$ cat config.mk
export PLATFORM = sky130hd
export DESIGN_NAME = fpn_repack
export DESIGN_NICKNAME = d
export VERILOG_FILES = /design/src/rtl/fpn_pkg.sv /design/src/rtl/fpn_lshift_norm.sv /design/src/rtl/fpn_round_pack.sv /design/src/rtl/fpn_repack.sv
export SDC_FILE = /design/constraint.sdc
export NUM_CORES = 1
export LEC_CHECK = 0
export ABC_CLOCK_PERIOD_IN_PS = 5750
export BUFFER_PORTS_ARGS = -buffer_cell sky130_fd_sc_hd__buf_2
export CORE_MARGIN = 8
export CORE_UTILIZATION = 63
export CTS_CLUSTER_SIZE = 16
export DETAILED_ROUTE_END_ITERATION = 10
export PLACE_DENSITY_LB_ADDON = 0.08
export SYNTH_ARGS = -nofsm -noshare
export SYNTH_HDL_FRONTEND = slang
export SYNTH_SLANG_ARGS = --single-unit
$ cat constraint.sdc
create_clock -name clk -period 5.75 [get_ports clk]
set_clock_uncertainty 0.1 [all_clocks]
set_input_delay 0.8625 -clock clk [delete_from_list [all_inputs] [get_ports clk]]
set_output_delay 0.8625 -clock clk [all_outputs]
set_load 0.05 [all_outputs]
$ cat src/rtl/fpn_pkg.sv
package fpn_pkg;
    localparam int FRAC_W   = 32;
    localparam int IN_EXP_W = 10;
    localparam int EXP_W    = 12;
    localparam int SKIP_W   = FRAC_W / 2;
    localparam int DISC_W   = 8;
    localparam int MANT_W   = FRAC_W - DISC_W;
    localparam int LZ_W     = $clog2(SKIP_W);
    localparam int EXP_MAX  = 254;
    localparam int EXP_MIN  = 1;

    typedef struct packed {
        logic                     valid;
        logic                     sign;
        logic                     zero;
        logic signed [EXP_W-1:0]  exp;
        logic [FRAC_W-1:0]        frac;
    } norm_stage_t;

    typedef struct packed {
        logic        valid;
        logic [31:0] word;
        logic        ovf;
        logic        unf;
    } pack_stage_t;
endpackage

$ cat src/rtl/fpn_lshift_norm.sv
module fpn_lshift_norm
    import fpn_pkg::*;
(
    input  logic [FRAC_W-1:0]       frac_i,
    input  logic signed [EXP_W-1:0] exp_i,
    output logic [FRAC_W-1:0]       frac_o,
    output logic signed [EXP_W-1:0] exp_o,
    output logic                    zero_o
);
    logic                    hi_empty;
    logic [FRAC_W-1:0]       skip_frac;
    logic signed [EXP_W-1:0] skip_exp;
    logic [LZ_W-1:0]         lead;
    logic                    hit;

    always_comb begin
        zero_o    = (frac_i == '0);
        hi_empty  = (frac_i[FRAC_W-1 -: SKIP_W] == '0);
        skip_frac = hi_empty ? (frac_i << SKIP_W) : frac_i;
        skip_exp  = hi_empty ? (exp_i - EXP_W'(SKIP_W)) : exp_i;

        lead = '0;
        hit  = 1'b0;
        for (int i = 0; i < SKIP_W; i++) begin
            if (!hit && skip_frac[FRAC_W-1-i]) begin
                lead = LZ_W'(i);
                hit  = 1'b1;
            end
        end

        frac_o = skip_frac << lead;
        exp_o  = skip_exp - $signed({{(EXP_W-LZ_W){1'b0}}, lead});
    end
endmodule

$ cat src/rtl/fpn_round_pack.sv
module fpn_round_pack
    import fpn_pkg::*;
(
    input  logic                    sign_i,
    input  logic                    zero_i,
    input  logic signed [EXP_W-1:0] exp_i,
    input  logic [FRAC_W-1:0]       frac_i,
    output logic [31:0]             word_o,
    output logic                    ovf_o,
    output logic                    unf_o
);
    localparam logic [FRAC_W:0] HALF = (FRAC_W+1)'(1) << (DISC_W - 1);

    logic                    inexact;
    logic                    tie;
    logic [FRAC_W:0]         summed;
    logic [MANT_W-1:0]       mant;
    logic signed [EXP_W-1:0] fin_exp;

    always_comb begin
        inexact = (frac_i[DISC_W-1:0] != '0);
        tie     = inexact && (frac_i[DISC_W-2:0] == '0);
        summed  = {1'b0, frac_i} + (inexact ? HALF : '0);
        if (tie) begin
            summed[DISC_W] = 1'b0;
        end

        if (summed[FRAC_W]) begin
            mant    = {1'b1, {(MANT_W-1){1'b0}}};
            fin_exp = exp_i + EXP_W'(1);
        end else begin
            mant    = summed[FRAC_W-1:DISC_W];
            fin_exp = exp_i;
        end

        ovf_o  = !zero_i && (fin_exp > EXP_MAX);
        unf_o  = !zero_i && (fin_exp < EXP_MIN);
        word_o = {sign_i, fin_exp[7:0], mant[MANT_W-2:0]};
        if (zero_i || ovf_o || unf_o) begin
            word_o = '0;
        end
    end
endmodule

$ cat src/rtl/fpn_repack.sv
module fpn_repack
    import fpn_pkg::*;
(
    input  logic        clk,
    input  logic        rst_n,
    input  logic        in_valid,
    input  logic        in_sign,
    input  logic [9:0]  in_exp,
    input  logic [31:0] in_frac,
    output logic        out_valid,
    output logic [31:0] out_word,
    output logic        out_ovf,
    output logic        out_unf
);
    norm_stage_t s1_d, s1_q;
    pack_stage_t s2_d, s2_q;

    logic [FRAC_W-1:0]       n_frac;
    logic signed [EXP_W-1:0] n_exp;
    logic                    n_zero;
    logic signed [EXP_W-1:0] ext_exp;
    logic [31:0]             p_word;
    logic                    p_ovf;
    logic                    p_unf;

    assign ext_exp = $signed({{(EXP_W-IN_EXP_W){in_exp[IN_EXP_W-1]}}, in_exp});

    fpn_lshift_norm u_norm (
        .frac_i (in_frac),
        .exp_i  (ext_exp),
        .frac_o (n_frac),
        .exp_o  (n_exp),
        .zero_o (n_zero)
    );

    fpn_round_pack u_pack (
        .sign_i (s1_q.sign),
        .zero_i (s1_q.zero),
        .exp_i  (s1_q.exp),
        .frac_i (s1_q.frac),
        .word_o (p_word),
        .ovf_o  (p_ovf),
        .unf_o  (p_unf)
    );

    always_comb begin
        s1_d       = '0;
        s1_d.valid = in_valid;
        if (in_valid) begin
            s1_d.sign = in_sign;
            s1_d.zero = n_zero;
            s1_d.exp  = n_exp;
            s1_d.frac = n_frac;
        end
        s2_d       = '0;
        s2_d.valid = s1_q.valid;
        if (s1_q.valid) begin
            s2_d.word = p_word;
            s2_d.ovf  = p_ovf;
            s2_d.unf  = p_unf;
        end
    end

    always_ff @(posedge clk or negedge rst_n) begin
        if (!rst_n) begin
            s1_q <= '0;
            s2_q <= '0;
        end else begin
            s1_q <= s1_d;
            s2_q <= s2_d;
        end
    end

    assign out_valid = s2_q.valid;
    assign out_word  = s2_q.word;
    assign out_ovf   = s2_q.ovf;
    assign out_unf   = s2_q.unf;

    AST_NORM_MSB: assert property (@(posedge clk) disable iff (!rst_n)
        (s1_q.valid && !s1_q.zero) |-> s1_q.frac[FRAC_W-1]);
    AST_ZERO_CLEAN: assert property (@(posedge clk) disable iff (!rst_n)
        (s1_q.valid && s1_q.zero) |=> (out_word == 32'h0 && !out_ovf && !out_unf));
    AST_ONE_FLAG: assert property (@(posedge clk) disable iff (!rst_n)
        !(out_ovf && out_unf));
    AST_FLAG_ZERO_WORD: assert property (@(posedge clk) disable iff (!rst_n)
        (out_ovf || out_unf) |-> (out_word == 32'h0));
    AST_EXP_FIELD: assert property (@(posedge clk) disable iff (!rst_n)
        (out_valid && out_word != 32'h0) |-> (out_word[30:23] >= 8'd1 && out_word[30:23] <= 8'd254));
    AST_LATENCY: assert property (@(posedge clk) disable iff (!rst_n)
        out_valid |-> $past(in_valid, 2));
endmodule

Word-level counts from Yosys, hierarchy flattened
Index checks and enable logic that the tools add are counted.
W data, S select, Z words.
{"block": "word_totals", "wordCells": 95, "inputBits": 46, "reg_bits": 82}
{"block": "classes", "n_addsub": 4, "shifts": 1, "mux": 39, "magnitude_cmp": 2, "reduce_logical": 40}
{"operator": "$mux W32", "n": 2}
{"operator": "$mux W4", "n": 14}
{"operator": "$mux W46", "n": 1}
{"operator": "$mux W34", "n": 1}
{"operator": "$add A32 B8 Y33", "n": 1}
{"operator": "$logic_not A32 Y1", "n": 1}
{"operator": "$shl A32 B4 Y32", "n": 1}
{"operator": "$mux W12", "n": 2}
{"operator": "$mux W23", "n": 1}
{"operator": "$logic_and A1 B1 Y1", "n": 18}
{"operator": "$mux W1", "n": 17}
{"operator": "$logic_not A1 Y1", "n": 16}
{"operator": "$logic_not A16 Y1", "n": 1}
{"operator": "$add A12 B2 Y12 const B", "n": 1}
{"operator": "$gt A12 B9 Y1 const B", "n": 1}
{"operator": "$lt A12 B2 Y1 const B", "n": 1}
{"operator": "$sub A12 B5 Y12", "n": 1}
{"operator": "$sub A10 B6 Y11 const B", "n": 1}
{"operator": "$mux W8", "n": 1}
{"operator": "$reduce_bool A8 Y1", "n": 1}
{"operator": "$logic_not A7 Y1", "n": 1}
{"operator": "$logic_or A1 B1 Y1", "n": 2}

Longest topological paths before layout
Gate-level depths: netlist of the first run.
{"block": "logic_depth", "word_depth": 50, "ltp_mapped": 20, "depth_no_buf": 17}

Hierarchy
A second synthesis of the first run with hierarchy kept.
{"block": "unflattened", "cells_unflattened": 708, "area_unflattened_um2": 6397.4}
{"mod": "fpn_repack", "area_per_inst_um2": 2645.0, "instances": 1, "seq_area_each_um2": 2052.0, "cells_each": 169}
{"mod": "fpn_lshift_norm", "area_per_inst_um2": 2512.4, "instances": 1, "seq_area_each_um2": 0.0, "cells_each": 346}
{"mod": "fpn_round_pack", "area_per_inst_um2": 1239.9, "instances": 1, "seq_area_each_um2": 0.0, "cells_each": 193}

Worst setup path after synthesis of the first run
Ideal clock, no wire load.
{"block": "synth_timing", "path_type": "input-to-reg", "startpoint": "in in_frac[23]", "endpoint": "reg s1_q[42] in the netlist's numbering", "arrival_time_ps": 4424, "slack_ps": 1094, "path_buffers": 3, "cell_stages": 19, "path_cell_list": "or4_4 -> nor4_4 -> buf_6 -> a21oi_1 -> or4_4 -> o21ai_4 -> inv_2 -> buf_6 -> buf_6 -> ha_1 -> fa_1 -> nor2b_1 -> o21ai_0 -> nand2b_1 -> nor2_1 -> nand3_1 -> o22ai_1 -> a21oi_1 -> nor2_1"}
{"item": "start: declaration", "line": "fpn_repack.sv:9", "text": "input logic [31:0] in_frac,"}
{"item": "end signal: assignment", "line": "fpn_repack.sv:66", "text": "s1_q <= '0;"}
{"item": "end signal: assignment", "line": "fpn_repack.sv:69", "text": "s1_q <= s1_d;"}
{"item": "end: declaration", "line": "fpn_repack.sv:15", "text": "norm_stage_t s1_d, s1_q;"}

==> results of run 1 <==
[synth_stat cells (4+ instances only)]
library cell	n
or4_1	4
mux2_2	6
o21ai_0	11
nor3_1	35
nor4_1	22
nand2b_1	5
dfrtp_1	82
nor2_1	48
and4_1	4
buf_2	6
and2_1	4
xor2_1	18
a41o_1	5
a221oi_1	4
a211oi_1	11
nand3_1	26
buf_4	6
nor4b_1	5
nand2_1	46
a21oi_1	22
a21o_1	6
mux2i_1	53
ha_1	7
and3_1	7
inv_1	12
clkbuf_1	23
nand4_1	12
nor2b_1	5
xnor2_1	24
a21boi_0	4
a41oi_1	7
o22ai_1	12
o32ai_1	7
o211ai_1	12
[metal layers]
layer	up-vias	global-route usage (%)	routed length (um)
met5	-	0	9
li1	2524	-	-
met3	56	5.10	1300
met1	2572	33.7	7080
met4	2	12.6	593
met2	297	43.3	7750
[per-stage QoR]
stage / utilization [%] / total power (W) / area, um2 / hold WS [ps] / std cells
6_report: 70.4 / 0.00135 / 6410 / 268 / 806
5_1_grt: 70.4 / 0.00141 / 6410 / 281 / 806
4_1_cts: 70.4 / 0.00135 / 6410 / 270 / 806
3_5_place_dp: 68.5 / 0.000981 / 6240 / 252 / 790
3_3_place_gp: 68.5 / 0.000971 / 6240 / 250 / 790
2_1_floorplan: - / 0.000874 / 5820 / 247 / 627
[registers in the layout, summed over array words and instances, names as in the netlist]
name,count
s1_q,47
out_ovf,1
out_valid,1
out_word,32
out_unf,1
[cells by family (layout without fill, tap and decap cells)]
family	count (synthesis)	after routing	synth area share, %
flops	82	82	35.3
simple gates	246	246	22.9
mux	61	61	10.9
compound gates	135	135	18.5
buf+inv	53	121	4.37
fa+ha+maj	8	8	1.85
xor+xnor	42	42	6.32
[report_power, final]
| part | leakage [nW] | switching, W | total, W | internal, W |
|---|---|---|---|---|
| sequential | 1.09 | 0.0000277 | 0.000639 | 0.000611 |
| combinational | 1.61 | 0.000223 | 0.000340 | 0.000117 |
| clock | 0.0864 | 0.000216 | 0.000376 | 0.000160 |
[path summary, 6_finish.rpt]
path | end | cells after the start | startpoint
worst max-delay path | s1_q[41] | 16 | in_frac[15]
worst min-delay path | out_valid | 0 | s1_q[46]
worst max register to register | out_word[8] | 10 | s1_q[7]
worst min register to register | out_valid | 0 | s1_q[46]
max in group asynchronous | s1_q[46] | 1 | rst_n
min in group asynchronous | out_word[2] | 1 | rst_n
[worst reg2reg max path, stage by stage, from the launching register on]
cell       delay (ps)
dfrtp_1           410
nand3_1           160
nor4_2            700
nand4_1           310
nor2_1            170
buf_4             270
mux2i_1           120
o21a_1            200
a2111oi_0         470
nand2b_1          900
nor3_1            190
[cell type report]
class | instances | share of cell area, %
clock inverters | 7 | 0.800
clock buffers | 9 | 1.93
multi-input cells | 492 | 54.7
flip-flops and latches | 82 | 32.0
repair buffers | 90 | 7.45
well taps | 111 | 2.17
inverters | 15 | 0.917
==> results.json, run 1 <==
{
  "max-cap-violations": 0,
  "antenna_found_initial": 1,
  "arrival_ps": 4930,
  "status": "completed",
  "drc_errors": 0,
  "powerDensity_nw_per_um2": 211,
  "place.gp.congestion": 0.976,
  "cts_max_path_buffers": 2,
  "final_nets": 744,
  "numCtsBuffers": 9,
  "drt_wl_total_mm": 16.7,
  "hold_viol": 0,
  "min_period_over_period_pct": 82.9,
  "syn_inst": 627,
  "initial_utilization_pct": 63.9,
  "ys_ff_latch": 82,
  "pre_cts_ws_ps": 738,
  "tns_ps": 0,
  "grt_overflow": 0,
  "max_clock_freq_mhz": 210,
  "hpwl_mm": 13.0,
  "vias": 5451,
  "post_drt_via_cell_ratio": 6.76,
  "peakVddDrop_uv": 118,
  "r2r_slack_ps": 1600,
  "cpLargestDelayFamily": "compound AO/OA/AOI/OAI gates",
  "grt_use_total_pct": 26.7,
  "netlist_area_um2": 5820,
  "cts_tree": "yes",
  "nFillCells": 724,
  "relSlewSlack_pct": 28.1,
  "grt_max_degree": 83,
  "core_area_um2": 9110,
  "synth_top_area_share_pct": 35.3,
  "min_path_type": "reg2reg",
  "multi_input_area_um2": 3510,
  "syn_nets": 681,
  "synth.avg_cell_area_um2": 9.28,
  "cts_resized": 0,
  "cts.sinks": 82,
  "cp.required_ps": 5920,
  "cts-hold-fix-buffers": 0,
  "slew_viol_final": 0,
  "cts-root-buf": "clkbuf_8",
  "area_growth_pct": 10.3,
  "synth_warnings": 0,
  "grt_pass1_wl_mm": 27.5,
  "clk_pin_slew_ps": 90,
  "critPathBufInv": 2,
  "design.die.area_um2": 12600,
  "cp-start-kind": "input port",
  "pin_count": 81,
  "drt_iter0_markers": 569,
  "netlist-cell-type-count": 75,
  "yosysSeqAreaShare_pct": 35.3,
  "post_cts_buffers": 0,
  "drive_above_1_share_pct": 19.4,
  "ff_latch_area_um2": 2050,
  "mostFrequentLayoutCells": "82 x dfrtp_1, 79 x buf_2, 53 x mux2i_1",
  "path_max_fanout": 14,
  "die_height_um": 112,
  "place.port_buffers": 80,
  "worst_pin_slew_ps": 1080,
  "critical_path.max_stage_delay_ps": 750,
  "fin_ws_ps": 984,
  "min_period_ps": 4770,
  "p_leak_nw": 2.79,
  "diodes": 0,
  "cp_slowest_cell": "a211oi_1",
  "cp-end-kind": "flip-flop",
  "synthTopCellsByArea": "dfrtp_1 35%, mux2i_1 9.1%, xnor2_1 3.6%, nor2_1 3.1%, nor3_1 3.0%",
  "ant_nets": 0,
  "synth_top_flop_cell": "dfrtp_1",
  "setup.worst_path.class": "in2reg",
  "firstDrtPassIters": 8,
  "wl_per_cell_um": 20.8,
  "async_flop_share_pct": 100,
  "synth_top_area_cell": "dfrtp_1",
  "cts.htree.levels": 3,
  "cp_cell_sequence": "buf_2, nor4_1, o41ai_4, a211oi_1, o2111ai_2, o41ai_4, o21ai_4, inv_2, ha_1, nor2b_1, o21ai_0, nand2b_1, a211oi_1, nand4_1, xor2_1, nor2_1",
  "grt_pass1_vias": 5415,
  "setup_viol_count_final": 0,
  "mostFrequentLayoutCell": "dfrtp_1",
  "clock_latency_ps": 350,
  "synth_edf_count": 0,
  "fp.dieW_um": 112,
  "rsz0062_at_grt": "no",
  "placementRows": 35
}
Power figures use the tool's default switching activity.
==> inputs of run 2 (changes only) <==
--- a/config.mk
+++ b/config.mk
@@ -5,10 +5,10 @@
 export SDC_FILE = /design/constraint.sdc
 export NUM_CORES = 1
 export LEC_CHECK = 0
-export ABC_CLOCK_PERIOD_IN_PS = 5750
+export ABC_CLOCK_PERIOD_IN_PS = 4100
 export BUFFER_PORTS_ARGS = -buffer_cell sky130_fd_sc_hd__buf_2
 export CORE_MARGIN = 8
-export CORE_UTILIZATION = 63
+export CORE_UTILIZATION = 53
 export CTS_CLUSTER_SIZE = 16
 export DETAILED_ROUTE_END_ITERATION = 10
 export PLACE_DENSITY_LB_ADDON = 0.08
==> constraint.sdc (replaced) <==
create_clock -name clk -period 4.1 [get_ports clk]
set_clock_uncertainty 0.1 [all_clocks]
set_input_delay 0.615 -clock clk [delete_from_list [all_inputs] [get_ports clk]]
set_output_delay 0.615 -clock clk [all_outputs]
set_load 0.05 [all_outputs]
==> results.json, run 2 (synthesis results as in run 1) <==
{
  "place.gp.congestion": 0.953,
  "powerDensity_nw_per_um2": 283,
  "cts-root-buf": "clkbuf_8",
  "cp_cell_sequence": "buf_2, or4_4, nor4_4, buf_4, buf_12, a21oi_1, o21ai_0, a21oi_2, o21ai_4, inv_2, ha_4, fa_2, nor2b_1, o21ai_1, nand2b_1, nor2_2, nand3_2, o22ai_1, a21oi_1, nor2_1",
  "clk_pin_slew_ps": 80,
  "grt_use_total_pct": 23.8,
  "regMostFlops": "s1_q",
  "final_cells": 902,
  "min_period_over_period_pct": 93.5,
  "r2r_slack_ps": 540,
  "post_drt_via_cell_ratio": 6.13,
  "arrival_ps": 3950,
  "mostFrequentLayoutCells": "82 x dfrtp_1, 79 x buf_2, 77 x buf_4",
  "cpLargestDelayFamily": "simple AND/OR/NAND/NOR gates",
  "placementRows": 38,
  "dp_cells": 886,
  "relSlewSlack_pct": 34.8,
  "min_period_ps": 3830,
  "grt_overflow": 0,
  "rr_endpoint": "out_word[1]",
  "cts_tree": "yes",
  "cpMostUsedCell": "a21oi_1",
  "cp.required_ps": 4210,
  "clock_latency_ps": 340,
  "max-cap-violations": 0,
  "finalPower_w": 0.00199,
  "largest_reg_flops": 47,
  "grt_max_degree": 83,
  "critPathBufInv": 4,
  "nFillCells": 912,
  "vias": 5525,
  "setup.worst_path.class": "in2reg",
  "cp-start-kind": "input port",
  "numCtsBuffers": 9,
  "area_growth_pct": 20.7,
  "antenna_found_initial": 0,
  "cp-end-kind": "flip-flop",
  "drive_above_1_share_pct": 27.2,
  "p_leak_nw": 3.12,
  "drt_iter0_markers": 497,
  "cp_slowest_cell": "or4_4",
  "r2r_cells": 11,
  "wl_per_cell_um": 19.0,
  "final_nets": 811,
  "place.port_buffers": 80,
  "design.die.area_um2": 14600,
  "max_clock_freq_mhz": 261,
  "firstDrtPassIters": 5,
  "cts_max_path_buffers": 2,
  "critical_path.max_stage_delay_ps": 590,
  "crit_start": "in_frac[16]",
  "worst_pin_slew_ps": 976,
  "hpwl_mm": 13.7,
  "min_from": "s1_q[46]",
  "core_area_um2": 10800,
  "grt_pass1_wl_mm": 28.1,
  "hold_end": "out_valid",
  "mostFrequentLayoutCell": "dfrtp_1",
  "path_max_fanout": 12,
  "die_height_um": 121,
  "drt_wl_total_mm": 17.1,
  "fp.dieW_um": 121,
  "r2r_start": "s1_q[10]",
  "slew_viol_final": 0,
  "initial_utilization_pct": 53.9,
  "min_path_type": "reg2reg",
  "holdPathStages": 0,
  "cts.sinks": 82,
  "status": "completed",
  "place_area_um2": 6820,
  "hold_viol": 0,
  "drc_errors": 0,
  "tns_ps": 0,
  "grt_pass1_vias": 5467,
  "rsz0062_at_grt": "no",
  "pin_count": 81,
  "ant_nets": 0,
  "fin_area_um2": 7020,
  "setup_viol_count_final": 0,
  "peakVddDrop_uv": 208,
  "diodes": 0,
  "top_regs": "s1_q x47, out_word x32",
  "cts.htree.levels": 3
}
run 2: cell type report:
class | count | area (um2) | area share, %
Inverter | 15 | 58.8 | 0.837
Multi-Input combinational cell | 492 | 3550 | 50.5
Sequential cell | 82 | 2050 | 29.2
Clock inverter | 4 | 51.3 | 0.730
Clock buffer | 12 | 145 | 2.07
Tap cell | 140 | 175 | 2.49
Timing Repair Buffer | 157 | 993 | 14.1
run 2: power by group:
part | switching (W) | internal (W) | leakage (nW)
registers | 0.0000388 | 0.000857 | 1.09
clock network | 0.000268 | 0.000299 | 0.0966
logic | 0.000322 | 0.000202 | 1.94
run 2: metal layers:
| metal | GRT usage (%) | up-vias | wire, um | share of wire [%] |
|---|---|---|---|---|
| met1 | 31.1 | 2617 | 7580 | 44 |
| met3 | 3.92 | 25 | 1130 | 6.6 |
| met4 | 7.88 | 0 | 362 | 2.1 |
| met2 | 39.2 | 233 | 8080 | 47 |
| li1 | - | 2650 | - | - |
| met5 | 0 | - | 0 | 0 |
run 2: per-stage QoR:
stage          utilization (%)  setup WS [ps]  hold slack (ps)
6_report                  65.1            267              285
5_1_grt                   65.1           19.7              296
4_1_cts                   65.0            199              288
3_5_place_dp              63.2           -160              270
3_3_place_gp              63.2           39.2              251
2_1_floorplan                -           -160              219
run 2: timing repair:
action | 4_1_cts | 5_1_grt
endpoints found under the hold margin | 0 | 0
buffers inserted | 0 | 0
endpoints found under the setup margin | 0 | 4
hold buffers | 0 | 0
gates resized for setup | 0 | 2
run 2: how the worst max path moves through the flow:
stage               endpoint  slack, ps  cells past startpoint
floorplan           s1_q[42]       -160                     20
global placement    s1_q[18]         40                     14
detailed placement  s1_q[41]       -160                     18
CTS                 s1_q[41]        200                     18
global route        s1_q[41]         20                     17
finish              s1_q[42]        270                     20
